==> src/rtl/evt_pkg.sv <==
// Package: shared constants and helpers for the two-phase event chain.
// Assumes: slot numbering of the shared unit is fixed by the chain topology.
package evt_pkg;
    // Slot that the join (entry state completion) uses on the shared unit.
    localparam int SLOT_JOIN  = 0;
    // Slot that the chained state uses on the shared unit.
    localparam int SLOT_CHAIN = 1;
    // Number of requesters on the shared unit.
    localparam int NUM_SLOTS  = 2;

    // Width of a slot index for a given slot count (never zero).
    function automatic int slot_w(input int n);
        return (n > 1) ? $clog2(n) : 1;
    endfunction
endpackage

==> src/rtl/evt_merge.sv <==
// Module: evt_merge
// XOR merge of N two-phase event lines. Each toggle on any input gives one
// toggle on the output.
// Assumes: no two inputs toggle in the same cycle (they would cancel).
module evt_merge #(
    parameter int N = 2
) (
    input  logic [N-1:0] ev_in,
    output logic         ev_out
);
    // Parity of the inputs is the merged event line.
    always_comb begin
        ev_out = ^ev_in;
    end
endmodule

==> src/rtl/evt_celem.sv <==
// Module: evt_celem
// Registered Muller C-element over N event lines. Output follows the inputs
// when they all agree, else holds; so it toggles once every input has toggled
// the same number of times. One clock edge of latency.
// Assumes: inputs are zero at reset; each input toggles at most once per round.
module evt_celem #(
    parameter int N = 2
) (
    input  logic         clk,
    input  logic         rst_n,
    input  logic [N-1:0] ev_in,
    output logic         ev_out
);
    logic out_q;
    logic all_hi;
    logic all_lo;

    // Detect agreement of all inputs.
    always_comb begin
        all_hi = &ev_in;
        all_lo = ~(|ev_in);
    end

    // Hold the output until the inputs agree, then follow them.
    always_ff @(posedge clk) begin
        if (!rst_n) begin
            out_q <= 1'b0;
        end else if (all_hi) begin
            out_q <= 1'b1;
        end else if (all_lo) begin
            out_q <= 1'b0;
        end
    end

    assign ev_out = out_q;
endmodule

==> src/rtl/evt_select.sv <==
// Module: evt_select
// Condition-steered event selector. On an input event, the level of cond at
// that clock edge decides whether the true or the false output toggles.
// Assumes: input events are at least one cycle apart.
module evt_select (
    input  logic clk,
    input  logic rst_n,
    input  logic ev_in,
    input  logic cond,
    output logic ev_true,
    output logic ev_false
);
    logic seen_q;
    logic true_q;
    logic false_q;
    logic fire;

    // An event is pending when the input differs from the last one consumed.
    always_comb begin
        fire = ev_in ^ seen_q;
    end

    // Consume the event and steer it by the sampled condition.
    always_ff @(posedge clk) begin
        if (!rst_n) begin
            seen_q  <= 1'b0;
            true_q  <= 1'b0;
            false_q <= 1'b0;
        end else if (fire) begin
            seen_q <= ev_in;
            if (cond) begin
                true_q <= ~true_q;
            end else begin
                false_q <= ~false_q;
            end
        end
    end

    assign ev_true  = true_q;
    assign ev_false = false_q;
endmodule

==> src/rtl/evt_ackdemux.sv <==
// Module: evt_ackdemux
// Port of a shared datapath unit. Merges the request events of NS slots into
// one registered request, registers the bundled operand of the requesting
// slot in the same edge, captures the slot index, and routes the unit's done
// event back to that slot only.
// Assumes: at most one request outstanding; slots never request together.
module evt_ackdemux #(
    parameter int NS = 2,
    parameter int DW = 8
) (
    input  logic                 clk,
    input  logic                 rst_n,
    input  logic [NS-1:0]        slot_req,
    input  logic [NS-1:0][DW-1:0] slot_data,
    output logic [NS-1:0]        slot_ack,
    output logic                 unit_req,
    output logic [DW-1:0]        unit_data,
    input  logic                 unit_done
);
    localparam int SW = evt_pkg::slot_w(NS);

    logic [NS-1:0] req_seen_q;
    logic [NS-1:0] req_new;
    logic [NS-1:0] ack_q;
    logic [SW-1:0] sel_q;
    logic [SW-1:0] new_idx;
    logic          req_q;
    logic          done_seen_q;
    logic [DW-1:0] data_q;
    logic          any_new;
    logic          done_ev;

    // Find which slot raised a new request event.
    always_comb begin
        req_new = slot_req ^ req_seen_q;
        any_new = |req_new;
        done_ev = unit_done ^ done_seen_q;
        new_idx = '0;
        for (int i = NS - 1; i >= 0; i--) begin
            if (req_new[i]) begin
                new_idx = SW'(i);
            end
        end
    end

    // Issue the request with its data and capture the requesting slot.
    always_ff @(posedge clk) begin
        if (!rst_n) begin
            req_seen_q <= '0;
            sel_q      <= '0;
            req_q      <= 1'b0;
            data_q     <= '0;
        end else if (any_new) begin
            req_seen_q <= slot_req;
            sel_q      <= new_idx;
            req_q      <= ~req_q;
            data_q     <= slot_data[new_idx];
        end
    end

    // Route the done event to the slot captured at request time.
    always_ff @(posedge clk) begin
        if (!rst_n) begin
            done_seen_q <= 1'b0;
            ack_q       <= '0;
        end else if (done_ev) begin
            done_seen_q  <= unit_done;
            ack_q[sel_q] <= ~ack_q[sel_q];
        end
    end

    assign slot_ack  = ack_q;
    assign unit_req  = req_q;
    assign unit_data = data_q;
endmodule

==> src/rtl/evt_ctrl_chain.sv <==
// Module: evt_ctrl_chain
// Three-state two-phase control chain. Entry state (merge of start and
// loop-back) requests NPAR parallel units and joins their done events.
// The join requests the shared unit (slot 0); its acknowledge is chained as
// the request of a follow-on unit, whose done requests the shared unit again
// (slot 1). That acknowledge goes to a selector: loop back or finish.
// Assumes: the environment toggles go_ev only while the chain is idle and
// answers each request with exactly one done event.
module evt_ctrl_chain
    import evt_pkg::*;
#(
    parameter int NPAR = 3,
    parameter int DW   = 8
) (
    input  logic            clk,
    input  logic            rst_n,
    input  logic            go_ev,
    input  logic            cond,
    output logic [NPAR-1:0] par_req,
    input  logic [NPAR-1:0] par_done,
    output logic            shr_req,
    output logic [DW-1:0]   shr_data,
    input  logic            shr_done,
    input  logic [DW-1:0]   src0_data,
    input  logic [DW-1:0]   src1_data,
    output logic            chain_req,
    input  logic            chain_done,
    output logic            fin_ev
);
    logic                          loop_ev;
    logic                          entry_ev;
    logic                          join_ev;
    logic [NUM_SLOTS-1:0]          slot_req;
    logic [NUM_SLOTS-1:0][DW-1:0]  slot_data;
    logic [NUM_SLOTS-1:0]          slot_ack;

    // Entry state: OR of the start event and the loop-back event.
    evt_merge #(.N(2)) u_entry (
        .ev_in  ({loop_ev, go_ev}),
        .ev_out (entry_ev)
    );

    // Entry state fans its event out as the request to every parallel unit.
    always_comb begin
        par_req = {NPAR{entry_ev}};
    end

    // Entry state completion: AND of all parallel done events.
    evt_celem #(.N(NPAR)) u_join (
        .clk    (clk),
        .rst_n  (rst_n),
        .ev_in  (par_done),
        .ev_out (join_ev)
    );

    // Slot requests and their bundled operands on the shared unit.
    always_comb begin
        slot_req             = '0;
        slot_data            = '0;
        slot_req[SLOT_JOIN]  = join_ev;
        slot_req[SLOT_CHAIN] = chain_done;
        slot_data[SLOT_JOIN]  = src0_data;
        slot_data[SLOT_CHAIN] = src1_data;
    end

    // Shared unit port with acknowledge demultiplexer.
    evt_ackdemux #(.NS(NUM_SLOTS), .DW(DW)) u_share (
        .clk       (clk),
        .rst_n     (rst_n),
        .slot_req  (slot_req),
        .slot_data (slot_data),
        .slot_ack  (slot_ack),
        .unit_req  (shr_req),
        .unit_data (shr_data),
        .unit_done (shr_done)
    );

    // Chained state: slot 0 acknowledge becomes the follow-on request.
    always_comb begin
        chain_req = slot_ack[SLOT_JOIN];
    end

    // Final state: steer slot 1 acknowledge by the condition.
    evt_select u_branch (
        .clk      (clk),
        .rst_n    (rst_n),
        .ev_in    (slot_ack[SLOT_CHAIN]),
        .cond     (cond),
        .ev_true  (loop_ev),
        .ev_false (fin_ev)
    );
endmodule

==> config.mk <==
export PLATFORM = sky130hd
export DESIGN_NAME = evt_ctrl_chain
export DESIGN_NICKNAME = d
export VERILOG_FILES = /design/src/rtl/evt_pkg.sv /design/src/rtl/evt_merge.sv /design/src/rtl/evt_celem.sv /design/src/rtl/evt_select.sv /design/src/rtl/evt_ackdemux.sv /design/src/rtl/evt_ctrl_chain.sv
export SDC_FILE = /design/constraint.sdc
export NUM_CORES = 1
export LEC_CHECK = 0
export BUFFER_PORTS_ARGS = -buffer_cell sky130_fd_sc_hd__buf_2
export CAP_MARGIN = 15
export CORE_MARGIN = 2
export CORE_UTILIZATION = 46
export CTS_BUF_LIST = sky130_fd_sc_hd__clkbuf_8
export DETAILED_ROUTE_END_ITERATION = 16
export PLACE_DENSITY_LB_ADDON = 0.1
export SLEW_MARGIN = 20
export SYNTH_ARGS = -nofsm -noshare
export SYNTH_HDL_FRONTEND = slang
export SYNTH_SLANG_ARGS = --single-unit
==> constraint.sdc <==
create_clock -name clk -period 1.2 [get_ports clk]
set_input_delay 0.06 -clock clk [delete_from_list [all_inputs] [get_ports clk]]
set_output_delay 0.06 -clock clk [all_outputs]
set_load 0.005 [all_outputs]
==> results.tsv, run 1 <==
metric	value	unit
criticalPathCategory	flop to flop	
path_clk_slew	0.07	ns
first_global_vias	597	
finalWorstSetupSlack	0.145	ns
end_kind	flop	
drive_gt1_share	41.2	%
cts_sinks	19	
drc	0	
ys_types	20	
htree_levels	1	
status	finished, final reports clean	
cp_num_buf_inv	1	
hpwl	1220	µm
cts-root-buf	clkbuf_8	
globalplace.congestion	0.703	
worst_clock_skew	0.00518	ns
worstPathMaxFanout	17	
power.density	1360	nW/µm²
async_flop_share	0	%
final_cell_mix	buf_2 (38), nand2_1 (18), dfxtp_1 (17)	
io-pin-count	39	
yosys.area.top_type	dfxtp_1	
power_frac_comb	20.6	%
wl_met2	852	µm
die_h	46.0	µm
seqPwrFrac	49.7	%
slew_violations	0	
start_util	48.0	%
intPower	1.09	mW
die_area	2110	µm²
crit_slowest_cell	dfxtp_2	
ys_warn_count	0	
ir_drop	730	µV
avgSynthCellArea	8.91	µm²
post-route-period-util	87.9	%
overflow	0	
p_sw	0.391	mW
fillers	141	
die_w	46.0	µm
port_buffers	38	
ctsHoldBuffers	0	
seq_area_frac_synth	46.9	%
syn-num-nets	116	
synth_top_area_share	46.9	%
grt_pass1_wl	2610	µm
hold_viol_final	0	
crit_required	1.37	ns
crit_arrival	1.23	ns
swShare	26.5	%
synth_ff_type	dfxtp_1	
pre_cts_slack	0.00851	ns
synth_edf_count	0	
holdWs	0.0327	ns
syn_area	811	µm²
worstSkewPairLatency	0.25	ns
tightest_slew	0.291	ns
fmax	0.948	GHz
wl_met1	752	µm
drtAntennaViolNets	0	
diodes	0	
cts_max_path_buffers	2	
synth_seq_cells	19	
first_pass_iters	2	
postRouteWirelength	1700	µm
cts_tree	yes	
final_common_cell	buf_2	
totalPowerFinal	1.48	mW
cts_buffers	3	
fin_tns_setup	0	ns
netlist_instances	91	
maxUsedRoutingLayer	met4	
post_drt_wl_per_cell	11.5	µm
max_stage_delay	0.36	ns
area_growth	34.4	%
ys_top_cells_by_area	dfxtp_1 (47%), nand2_1 (8.3%), o21ai_0 (8.0%)	
cp_cell_sequence	xnor2_4 > buf_12 > o21ai_0 > a31oi_1	
pwr-share-clk	29.7	%
grt_max_degree	18	
antenna_found_initial	0	
nets	157	
setup_viol	0	
core-area	1690	µm²
rows	15	
viasPerCell	5.06	
p_leak	0.509	nW
met3_length	82	µm
cp_top_family	flip-flops	
via_count	749	
slew_headroom	80.5	%
start_kind	flop	
period_needed	1.05	ns
drtIter0Drc	3	
drv_cap	0	
grt_usage	17.5	%
hold_class	input pin to flop	
cell type report:
cell class	count	area [µm²]	share of cell area (%)
clock inverter	1	5.00	0.459
multi-input combinational	63	395	36.3
timing repair buffer	42	233	21.4
sequential	19	383	35.1
inverter	3	11.3	1.03
clock buffer	3	41.3	3.79
tap	17	21.3	1.95
synth_stat cells, types with 2 or more instances:
cell type / n
or3_1: 4
a21oi_1: 6
and2_1: 3
xnor2_1: 3
buf_4: 3
nand2_1: 18
a31oi_1: 8
inv_1: 3
dfxtp_1: 19
o21ai_0: 13
a21o_1: 2
worst paths after layout:
path              cells past startpoint            startpoint  slack, ns              endpoint
hold reg to reg                       2  u_share.unit_data[6]       0.47  u_share.unit_data[6]
hold / removal                        3           par_done[1]       0.03         u_join.ev_out
setup / recovery                      4         u_join.ev_out       0.15  u_share.unit_data[5]
setup reg to reg                      4         u_join.ev_out       0.15  u_share.unit_data[5]
power by group through the flow:
stage,clock [mW],combinational [mW],sequential [mW]
after floorplan,0,0.170,0.747
after global placement,0,0.270,0.743
after detailed placement,0,0.277,0.746
after CTS,0.449,0.298,0.732
after global routing,0.478,0.343,0.741
final,0.439,0.304,0.734
metal layers:
metal,global-route usage (%),vias to the layer above
li1,-,388
met1,21.3,339
met2,28.9,20
met3,3.57,2
met4,8.57,0
met5,0,-
flip-flops by register name, summed over array words and instances (netlist names):
name,count
u_share.unit_data,8
u_share.unit_req,1
u_share.req_seen_q,2
u_branch.seen_q,1
u_share.done_seen_q,1
u_branch.ev_true,1
u_branch.ev_false,1
u_join.ev_out,1
u_share.sel_q,1
u_share.slot_ack,2
timing repair:
item	CTS	global route
setup endpoints to repair	1	1
gates resized for setup	0	4
pin swaps	1	0
buffers inserted	2	0
logic make-up after synthesis:
logic type             after synthesis  share of synthesized area, %
AO/OA/AOI/OAI                       30                          20.8
AND/OR/NAND/NOR                     27                          15.9
flip-flops                          19                          46.9
buffers and inverters                9                          6.63
XOR/XNOR                             6                          9.72
stage by stage:
stage	utilization, %	cell area, µm²	std cells
3_5_place_dp	58.9	995	142
6_report	64.5	1090	148
5_1_grt	64.5	1090	148
2_1_floorplan	-	811	91
4_1_cts	63.3	1070	148
3_3_place_gp	58.9	995	142
tightest hold or removal path, stage by stage:
cell and delay, ns:
buf_2 0.09, nand2_1 0.04, a21oi_1 0.05
Note: power is estimated with default switching activity, not from simulation.
==> inputs of run 2 (changes only) <==
--- a/config.mk
+++ b/config.mk
@@ -6,12 +6,12 @@
 export NUM_CORES = 1
 export LEC_CHECK = 0
 export BUFFER_PORTS_ARGS = -buffer_cell sky130_fd_sc_hd__buf_2
-export CAP_MARGIN = 15
 export CORE_MARGIN = 2
 export CORE_UTILIZATION = 46
 export CTS_BUF_LIST = sky130_fd_sc_hd__clkbuf_8
 export DETAILED_ROUTE_END_ITERATION = 16
 export PLACE_DENSITY_LB_ADDON = 0.1
+export REMOVE_ABC_BUFFERS = 1
 export SLEW_MARGIN = 20
 export SYNTH_ARGS = -nofsm -noshare
 export SYNTH_HDL_FRONTEND = slang
==> run 2 against run 1 <==
  * Fmax fell by 4.5%
  * Routed wire length shrank 4.6%
  * Cell area fell by 1.7%
  * Critical path type unchanged
==> results.tsv, run 2 (synthesized netlist as in run 1, its figures left out) <==
metric	value	unit	change
worstSkewPairLatency	0.25	ns	about the same
power.density	1350	nW/µm²	was 1360 nW/µm²
ir_drop	699	µV	was 730 µV
fmax	0.905	GHz	was 0.948 GHz
drc	0		unchanged
die_w	46.0	µm	unchanged
end_kind	flop		unchanged
diodes	0		unchanged
hold_viol_final	0		unchanged
first_pass_iters	4		was 2
cts_buffers	3		unchanged
setup_viol	0		unchanged
grt_usage	16.5	%	was 17.5%
viasPerCell	4.97		was 5.06
worstPathMaxFanout	6		was 17
holdWs	0.0342	ns	was 0.0327 ns
cts_max_path_buffers	2		unchanged
cp.depth	4		unchanged
io-pin-count	39		unchanged
globalplace.congestion	0.703		about the same
grt_pass1_wl	2480	µm	was 2610 µm
overflow	0		unchanged
worst_clock_skew	0.00101	ns	was 0.00518 ns
period_needed	1.10	ns	was 1.05 ns
drv_cap	0		unchanged
cts-root-buf	clkbuf_8		unchanged
start_util	48.0	%	unchanged
crit_required	1.39	ns	was 1.37 ns
post-route-period-util	92.0	%	was 87.9%
nets	156		was 157
max_stage_delay	0.45	ns	was 0.36 ns
cts_tree	yes		unchanged
first_global_vias	595		was 597
cts_sinks	19		unchanged
core-area	1690	µm²	unchanged
rr_worst_depth	4		unchanged
multiInputGateArea	388	µm²	was 395 µm²
via_count	730		was 749
hpwl	1180	µm	was 1220 µm
place_inst	142		unchanged
hold_class	input pin to flop		unchanged
drtIter0Drc	11		was 3
cp_cell_sequence	xnor2_1 > buf_4 > a21o_1 > a21oi_2		was xnor2_4 > buf_12 > o21ai_0 > a31oi_1
fin_cells	147		was 148
hp-start	shr_done		was par_done[1]
htree_levels	1		unchanged
final_cell_mix	buf_2 (38), dfxtp_1 (19), nand2_1 (18)		was buf_2 (38), nand2_1 (18), dfxtp_1 (17)
largest_reg_flops	8		unchanged
antenna_found_initial	0		unchanged
slew_violations	0		unchanged
dpl-instance-area	995	µm²	unchanged
die_h	46.0	µm	unchanged
path_clk_slew	0.07	ns	about the same
drive_gt1_share	37.7	%	was 41.2%
r2r_start	u_share.req_seen_q[1]		was u_join.ev_out
post_drt_wl_per_cell	11.0	µm	was 11.5 µm
tightest_slew	0.269	ns	was 0.291 ns
rows	15		unchanged
seq_area	380	µm²	was 383 µm²
finalWorstSetupSlack	0.0954	ns	was 0.145 ns
slew_headroom	81.9	%	was 80.5%
crit_start	u_share.req_seen_q[1]		was u_join.ev_out
crit_slowest_cell	dfxtp_1		was dfxtp_2
holdPathStages	2		was 3
area_growth	32.1	%	was 34.4%
crit_arrival	1.29	ns	was 1.23 ns
start_kind	flop		unchanged
cp_top_family	flip-flops		unchanged
port_buffers	38		unchanged
die_area	2110	µm²	unchanged
postRouteWirelength	1620	µm	was 1700 µm
grt_max_degree	20		was 18
fin_area	1070	µm²	was 1090 µm²
cp_num_buf_inv	1		unchanged
p_leak	0.500	nW	was 0.509 nW
drtAntennaViolNets	0		unchanged
criticalPathCategory	flop to flop		unchanged
fillers	145		was 141
final_common_cell	buf_2		unchanged
pre_cts_slack	0.0605	ns	was 0.00851 ns
status	finished, final reports clean		unchanged
==> run 2: cell count changes in the layout (fill, tap and decap cells not counted), sizes merged <==
cell,delta
clkinv,-1
buf,-1
inv,+1
==> run 2: worst reg2reg max path: stages, from the launching register on <==
cell,delay (ns)
dfxtp_1,0.45
xnor2_1,0.13
buf_4,0.17
a21o_1,0.19
a21oi_2,0.11
==> run 2: path summary, 6_finish.rpt <==
check,endpoint,slack [ns]
setup / recovery,u_share.unit_req,0.1
hold reg to reg,u_share.unit_data[6],0.47
setup reg to reg,u_share.unit_req,0.1
hold / removal,u_share.done_seen_q,0.03
==> run 2: metal layers <==
metal  vias to the layer above  track usage [%]  wire, µm
li1                        386                -         -
met1                       316             20.5       716
met2                        26             25.6       801
met3                         2             3.57        82
met4                         0             10.3        21
met5                         -                0         0
==> run 2: final cells by class <==
type / instances / area share (%)
clock buffers: 3 / 3.86
clock inverters: 1 / 0.350
inverters: 3 / 1.05
multi-input cells: 63 / 36.2
flip-flops and latches: 19 / 35.5
well taps: 17 / 1.99
repair buffers: 41 / 21.0
==> run 2: stage by stage <==
step	total power, mW	setup TNS, ns	util (%)
2_1_floorplan	0.887	-0.0397	-
3_3_place_gp	1.01	0	58.9
3_5_place_dp	1.02	0	58.9
4_1_cts	1.45	0	61.6
5_1_grt	1.54	-0.00491	63.4
6_report	1.45	0	63.4
==> run 2: what timing repair did <==
| item | in CTS | in global routing |
|---|---|---|
| setup buffers | 0 | 1 |
| setup endpoints to repair | 0 | 10 |
| gates resized for setup | 0 | 1 |
| hold buffers | 0 | 0 |
==> run 2: report_power, final <==
part / switching [mW] / total (mW) / internal, mW
sequential: 0.0401 / 0.733 / 0.693
clock: 0.198 / 0.424 / 0.227
combinational: 0.137 / 0.294 / 0.156
